<file path="config.mk">
export PLATFORM = sky130hd
export DESIGN_NAME = vm_mult24
export DESIGN_NICKNAME = d
export VERILOG_FILES = /design/src/rtl/vm_pkg.sv /design/src/rtl/vm_csa.sv /design/src/rtl/vm_csla.sv /design/src/rtl/vm_rec.sv /design/src/rtl/vm_mult24.sv
export SDC_FILE = /design/constraint.sdc
export NUM_CORES = 2
export LEC_CHECK = 0
export ABC_AREA = 1
export CORE_MARGIN = 2
export CORE_UTILIZATION = 40
export CTS_CLUSTER_DIAMETER = 200
export DETAILED_ROUTE_END_ITERATION = 10
export GPL_ROUTABILITY_DRIVEN = 0
export PLACE_DENSITY_LB_ADDON = 0.1
export SLEW_MARGIN = 5
export SYNTH_ARGS = -nofsm -noshare
export SYNTH_HDL_FRONTEND = slang
export SYNTH_SLANG_ARGS = --single-unit
</file>
<file path="constraint.sdc">
create_clock -name clk -period 10.85 [get_ports clk]
set_input_delay 1.6275 -clock clk [delete_from_list [all_inputs] [get_ports clk]]
set_output_delay 1.6275 -clock clk [all_outputs]
set_load 0.05 [all_outputs]
</file>
<file path="src/rtl/vm_pkg.sv">
package vm_pkg;
  // Exclusive-or from three gates: (a OR b) AND (a NAND b)
  function automatic logic xr(input logic a, input logic b);
    logic g_or;
    logic g_nand;
    g_or   = a | b;
    g_nand = ~(a & b);
    return g_or & g_nand;
  endfunction

  function automatic logic fa_sum(input logic a, input logic b, input logic c);
    return xr(xr(a, b), c);
  endfunction

  function automatic logic fa_cry(input logic a, input logic b, input logic c);
    return (a & b) | (c & xr(a, b));
  endfunction
endpackage

</file>
<file path="src/rtl/vm_csa.sv">
module vm_csa #(
  parameter int W = 24
) (
  input  logic [W-1:0] x,
  input  logic [W-1:0] y,
  input  logic [W-1:0] z,
  output logic [W-1:0] s,
  output logic [W-1:0] c
);
  import vm_pkg::*;

  for (genvar i = 0; i < W; i++) begin : g_bit
    assign s[i] = fa_sum(x[i], y[i], z[i]);
    assign c[i] = fa_cry(x[i], y[i], z[i]);
  end
endmodule

</file>
<file path="src/rtl/vm_csla.sv">
module vm_csla #(
  parameter int W   = 23,
  parameter int BLK = 4
) (
  input  logic [W-1:0] a,
  input  logic [W-1:0] b,
  input  logic         cin,
  output logic [W-1:0] s,
  output logic         cout
);
  import vm_pkg::*;

  localparam int NB = (W + BLK - 1) / BLK;

  logic [NB:0] bc;
  assign bc[0] = cin;
  assign cout  = bc[NB];

  for (genvar k = 0; k < NB; k++) begin : g_blk
    localparam int LSB = k * BLK;
    localparam int BW  = ((W - LSB) < BLK) ? (W - LSB) : BLK;

    logic [BW-1:0] s0, s1;
    logic [BW:0]   k0, k1;

    always_comb begin
      k0[0] = 1'b0;
      k1[0] = 1'b1;
      for (int i = 0; i < BW; i++) begin
        s0[i]   = fa_sum(a[LSB+i], b[LSB+i], k0[i]);
        k0[i+1] = fa_cry(a[LSB+i], b[LSB+i], k0[i]);
        s1[i]   = fa_sum(a[LSB+i], b[LSB+i], k1[i]);
        k1[i+1] = fa_cry(a[LSB+i], b[LSB+i], k1[i]);
      end
    end

    assign s[LSB+BW-1:LSB] = bc[k] ? s1 : s0;
    assign bc[k+1]         = bc[k] ? k1[BW] : k0[BW];
  end
endmodule

</file>
<file path="src/rtl/vm_rec.sv">
module vm_rec #(
  parameter int N = 12
) (
  input  logic [N-1:0]   a,
  input  logic [N-1:0]   b,
  output logic [2*N-1:0] p
);
  if (N <= 3) begin : g_base
    // Column sums of the vertical-and-crosswise pattern
    logic [1:0]     col [0:2*N-2];
    logic [2*N-1:0] acc;
    always_comb begin
      for (int k = 0; k < 2*N-1; k++) col[k] = '0;
      for (int i = 0; i < N; i++)
        for (int j = 0; j < N; j++)
          col[i+j] = col[i+j] + {1'b0, a[i] & b[j]};
      acc = '0;
      for (int k = 0; k < 2*N-1; k++)
        acc = acc + ({{(2*N-2){1'b0}}, col[k]} << k);
    end
    assign p = acc;
  end else begin : g_split
    localparam int H = N / 2;
    logic [N-1:0] ll, lh, hl, hh;

    vm_rec #(.N(H)) u_ll (.a(a[H-1:0]), .b(b[H-1:0]), .p(ll));
    vm_rec #(.N(H)) u_lh (.a(a[H-1:0]), .b(b[N-1:H]), .p(lh));
    vm_rec #(.N(H)) u_hl (.a(a[N-1:H]), .b(b[H-1:0]), .p(hl));
    vm_rec #(.N(H)) u_hh (.a(a[N-1:H]), .b(b[N-1:H]), .p(hh));

    assign p = {{N{1'b0}}, ll}
             + ({{N{1'b0}}, lh} << H)
             + ({{N{1'b0}}, hl} << H)
             + ({hh, {N{1'b0}}});
  end
endmodule

</file>
<file path="src/rtl/vm_mult24.sv">
module vm_mult24 #(
  parameter int W    = 24,
  parameter int PIPE = 1,
  parameter int BLK  = 4
) (
  input  logic           clk,
  input  logic           rst,
  input  logic           in_valid,
  input  logic [W-1:0]   op_a,
  input  logic [W-1:0]   op_b,
  output logic           res_valid,
  output logic [2*W-1:0] res_prod
);
  import vm_pkg::*;

  localparam int H  = W / 2;
  localparam int LO = H / 2;
  localparam int HI = H - LO;

  // Quarter products
  logic [W-1:0] ll_c, lh_c, hl_c, hh_c;
  vm_rec #(.N(H)) u_ll (.a(op_a[H-1:0]), .b(op_b[H-1:0]), .p(ll_c));
  vm_rec #(.N(H)) u_lh (.a(op_a[H-1:0]), .b(op_b[W-1:H]), .p(lh_c));
  vm_rec #(.N(H)) u_hl (.a(op_a[W-1:H]), .b(op_b[H-1:0]), .p(hl_c));
  vm_rec #(.N(H)) u_hh (.a(op_a[W-1:H]), .b(op_b[W-1:H]), .p(hh_c));

  // Optional register stage in front of the carry-save stage
  logic [W-1:0] ll, lh, hl, hh;
  logic         v_s;
  if (PIPE != 0) begin : g_pipe
    always_ff @(posedge clk) begin
      if (rst) begin
        v_s <= 1'b0;
        ll  <= '0;
        lh  <= '0;
        hl  <= '0;
        hh  <= '0;
      end else begin
        v_s <= in_valid;
        if (in_valid) begin
          ll <= ll_c;
          lh <= lh_c;
          hl <= hl_c;
          hh <= hh_c;
        end
      end
    end
  end else begin : g_comb
    assign v_s = in_valid;
    assign ll  = ll_c;
    assign lh  = lh_c;
    assign hl  = hl_c;
    assign hh  = hh_c;
  end

  // Middle field: three operands -> sum and carry vectors
  logic [W-1:0] cs_s, cs_c;
  vm_csa #(.W(W)) u_csa (
    .x(lh), .y(hl), .z({hh[H-1:0], ll[W-1:H]}),
    .s(cs_s), .c(cs_c)
  );

  logic [W-2:0] mid_hi;
  logic         mid_co;
  vm_csla #(.W(W-1), .BLK(BLK)) u_mid (
    .a(cs_s[W-1:1]), .b(cs_c[W-2:0]), .cin(1'b0),
    .s(mid_hi), .cout(mid_co)
  );

  // Carry into the upper field is 0, 1 or 2
  logic [1:0] up_cy;
  assign up_cy = {mid_co & cs_c[W-1], xr(mid_co, cs_c[W-1])};

  logic [LO-1:0] up_lo;
  logic          lo_co;
  vm_csla #(.W(LO), .BLK(BLK)) u_up_lo (
    .a(hh[H+LO-1:H]), .b({{(LO-2){1'b0}}, up_cy}), .cin(1'b0),
    .s(up_lo), .cout(lo_co)
  );

  // Top field: add one through the carry input, then select
  logic [HI-1:0] hi_inc;
  logic          hi_co;
  vm_csla #(.W(HI), .BLK(BLK)) u_up_hi (
    .a(hh[W-1:H+LO]), .b({HI{1'b0}}), .cin(1'b1),
    .s(hi_inc), .cout(hi_co)
  );

  logic [HI-1:0] up_hi;
  assign up_hi = lo_co ? hi_inc : hh[W-1:H+LO];

  logic [2*W-1:0] prod_c;
  assign prod_c = {up_hi, up_lo, mid_hi, cs_s[0], ll[H-1:0]};

  always_ff @(posedge clk) begin
    if (rst) begin
      res_valid <= 1'b0;
      res_prod  <= '0;
    end else begin
      res_valid <= v_s;
      if (v_s) res_prod <= prod_c;
    end
  end

  logic unused_ok;
  assign unused_ok = hi_co;
endmodule

</file>
==> run summary <==
The number of standard-cell rows in the floorplan is 104. The tools report the final clock skew as 0.0179 ns. The proportion of layout cells with a drive suffix above 1 was 0.0291; the routed wire length per instance was 15.8 um.

The final setup violation count was 0. The run gives 32,400 um^2 as the area of the mapped netlist. Setup repair after global routing left no endpoint under its margin. The pre-antenna-repair detailed-routing pass consisted of 5 iterations.

The most instantiated flip-flop cell in the synthesis netlist is dfxtp_1. The logs give 0.216 for the global-route usage over all layers and 10.35 ns for the endpoint arrival time on the critical path. The wire-length estimate of the detail-placed layout is 72,000 um. Across the run, the number of max-cap violations was 0.

The required time of the critical path came out at 11.22 ns. The type of the worst setup path was in2reg. The post-route clock period utilization came out at 0.920.

The detail route stage leaves a number of antenna-violating nets equal to 0. The number of distinct library cells after synthesis is 44. The run finished with clean final reports.

The detailed-route DRC error count is 0, and the number of global-route vias before repair is 25.8k. The clock net in this run drives a total of 146 sinks. Summing all placed instances gives a cell area of 34,800 um^2. The count of endpoints failing hold in the final timing report is 0.

The floorplan step set the die width to 289 um. For this run the aggregate overflow at the end of global routing stands at 0. After technology mapping, the gate count stands at 4,432. The first global-routing pass estimated 140,000 um of wire.

The core area was 80,300 um^2. For this block, the via count after detailed routing is 26.0k. Mean post-synth cell area: 7.31 um^2. The multi-input combinational cells in the finished layout cover a total of 24,500 um^2.

The worst setup path is captured at a register. The initial antenna violation count is 5. The yosys synthesis warning count came out at 0.

The clock network latency to the later pin of the worst-skew pair was 0.46 ns. The leakage power figure is 22.9 nW, and the share of the yosys chip area belonging to registers is 0.0902. For this design, the slowest cell found on the critical path is clkdlybuf4s50_1.

The number of buffers on the longest clock path is 2. The synthesis-to-finish area growth was 9.19%; the top achievable clock speed was 0.100 GHz. Largest vdd supply drop: 0.225 mV.

In this run, post-CTS hold repair placed 0 buffers. Across all setup checks in the final design, the least slack found is 0.873 ns. During placement, the flow inserted port buffers numbering 99.

The highest net fanout along the worst path is 4. In the final layout, flip-flops and latches occupy 2920 um^2. The root buffer selected by CTS was clkbuf_16. The minimum clock period was 9.98 ns. Leaving out fill and tap cells, the most frequent cell in the layout is inv_1.

The worst setup path is launched from an input port. The synthesized design contains 146 register bits. The largest single stage delay on the critical path is 0.64 ns. The effective utilization at floorplan came out at 0.403.

The final max-slew violation count is 0, and the number of buffers created by CTS is 17. The tools report the number of violations reported at the end of detailed-routing iteration 0 as 1,105. After detailed routing, the number of vias per cell comes to 4.68. For this design the ratio of total power to cell area is 255 nW/um^2. The tools report the total of fill cells in the finished design as 8,355. The logs give 0.361 ns for the post-placement setup slack and 5,499 for the number of nets produced by synthesis.

For the worst slew margin relative to its limit, the log shows 0.375. The tools report the utilization of the core after routing as 0.441. The number of synthesized flops with an enable pin is 0, and the height of the die is 289 um. Hold timing on the final database bottoms out at a slack of 0.466 ns. The sum of routed wire length over all layers is 87,600 um.

The most numerous cell type found on the critical path is inv_1. The setup total negative slack was 0 ns. The share of synthesized flip-flops with an asynchronous set or reset works out to 0. After clock tree synthesis, the clock-pin slew on the worst setup and hold paths is 0.07 ns. In the layout the commonest cells are inv_1, nand2_1, ha_1, fa_1, a21oi_1.

The number of top-level design ports came out at 100. The quantity of gates resized following cts was 0; the die outline area was 83,300 um^2. The run gives 4 as the number of H-tree branching levels. At the pin with the least slew margin, the transition time is 0.938 ns.

With fillers left out, the area of the finished cells amounts to 35,400 um^2. The final layout contains 5,553 nets. The run gives 0 as the post-CTS setup buffer count. TritonCTS built the clock tree. The tightest min-delay check is of the reg2reg type. Entering global routing, the biggest net connects 85 pins.
[metal layers]
metal | part of all wire | track usage | vias up
li1 | - | - | 13600
met1 | 0.48 | 0.291 | 12100
met2 | 0.47 | 0.378 | 324
met3 | 0.033 | 0.0216 | 54
met4 | 0.017 | 0.0339 | 0
met5 | 0 | 0 | -
[sequential cells by signal, summed over array words and instances, names as in the netlist]
signal and count:
hh 24, v_s 1, hl 24, lh 24, ll 24, res_valid 1
res_prod 48
[where the power goes]
part / switching, mW / internal, mW / leakage, nW
Sequential: 0.0680 / 0.679 / 1.21
Clock: 0.277 / 0.373 / 0.302
Combinational: 4.76 / 2.88 / 21.4
[through the flow]
stage / std cells / power, mW
2_1_floorplan: 4432 / 6.40
3_3_place_gp: 5527 / 8.43
4_1_cts: 5558 / 9.13
6_report: 5559 / 9.03
3_5_place_dp: 5527 / 8.41
5_1_grt: 5558 / 10.3
[kinds of logic after synthesis]
group / after synthesis / synth area share
AO/OA/AOI/OAI: 499 / 0.0812
flip-flops: 146 / 0.0902
AND/OR/NAND/NOR: 1206 / 0.149
buffers and inverters: 1314 / 0.153
XOR/XNOR: 251 / 0.0679
adder cells (fa/ha/maj): 1016 / 0.459
[final timing paths]
path	slack, ns	cells past startpoint	end	startpoint
max reg2reg	5.23	30	res_prod[47]	lh[1]
min	0.47	2	res_prod[31]	res_prod[31]
max	0.87	48	lh[22]	op_a[2]
min reg2reg	0.47	2	res_prod[31]	res_prod[31]
[cell type report]
type / count / share of cell area
Multi-Input combinational cell: 2972 / 0.693
Inverter: 1171 / 0.124
Sequential cell: 146 / 0.0827
Timing Repair Buffer: 178 / 0.0449
Tap cell: 1060 / 0.0375
Clock buffer: 19 / 0.0125
Clock inverter: 12 / 0.00481
Antenna cell: 1 / 0.0000708
[cell usage after synthesis (8+ instances only)]
| master | instances | area share |
|---|---|---|
| a21o_1 | 9 | 0.0021 |
| a21oi_1 | 265 | 0.041 |
| clkbuf_1 | 134 | 0.016 |
| dfxtp_1 | 146 | 0.090 |
| fa_1 | 286 | 0.18 |
| ha_1 | 730 | 0.28 |
| inv_1 | 1168 | 0.14 |
| nand2_1 | 866 | 0.10 |
| nand3_1 | 123 | 0.019 |
| nand4_1 | 9 | 0.0017 |
| nor2_1 | 175 | 0.020 |
| nor3_1 | 8 | 0.0012 |
| o211ai_1 | 10 | 0.0023 |
| o21ai_0 | 181 | 0.028 |
| o21bai_1 | 8 | 0.0019 |
| xnor2_1 | 92 | 0.025 |
| xor2_1 | 159 | 0.043 |
[critical path, delay by kind of cell]
| kind | cells | cell delay (ns) |
|---|---|---|
| simple gates | 16 | 1.70 |
| compound gates | 5 | 1.12 |
| buf+inv | 12 | 1.27 |
| xor+xnor | 3 | 0.50 |
| fa+ha+maj | 12 | 4.11 |
(Power assumes the default switching activity.)
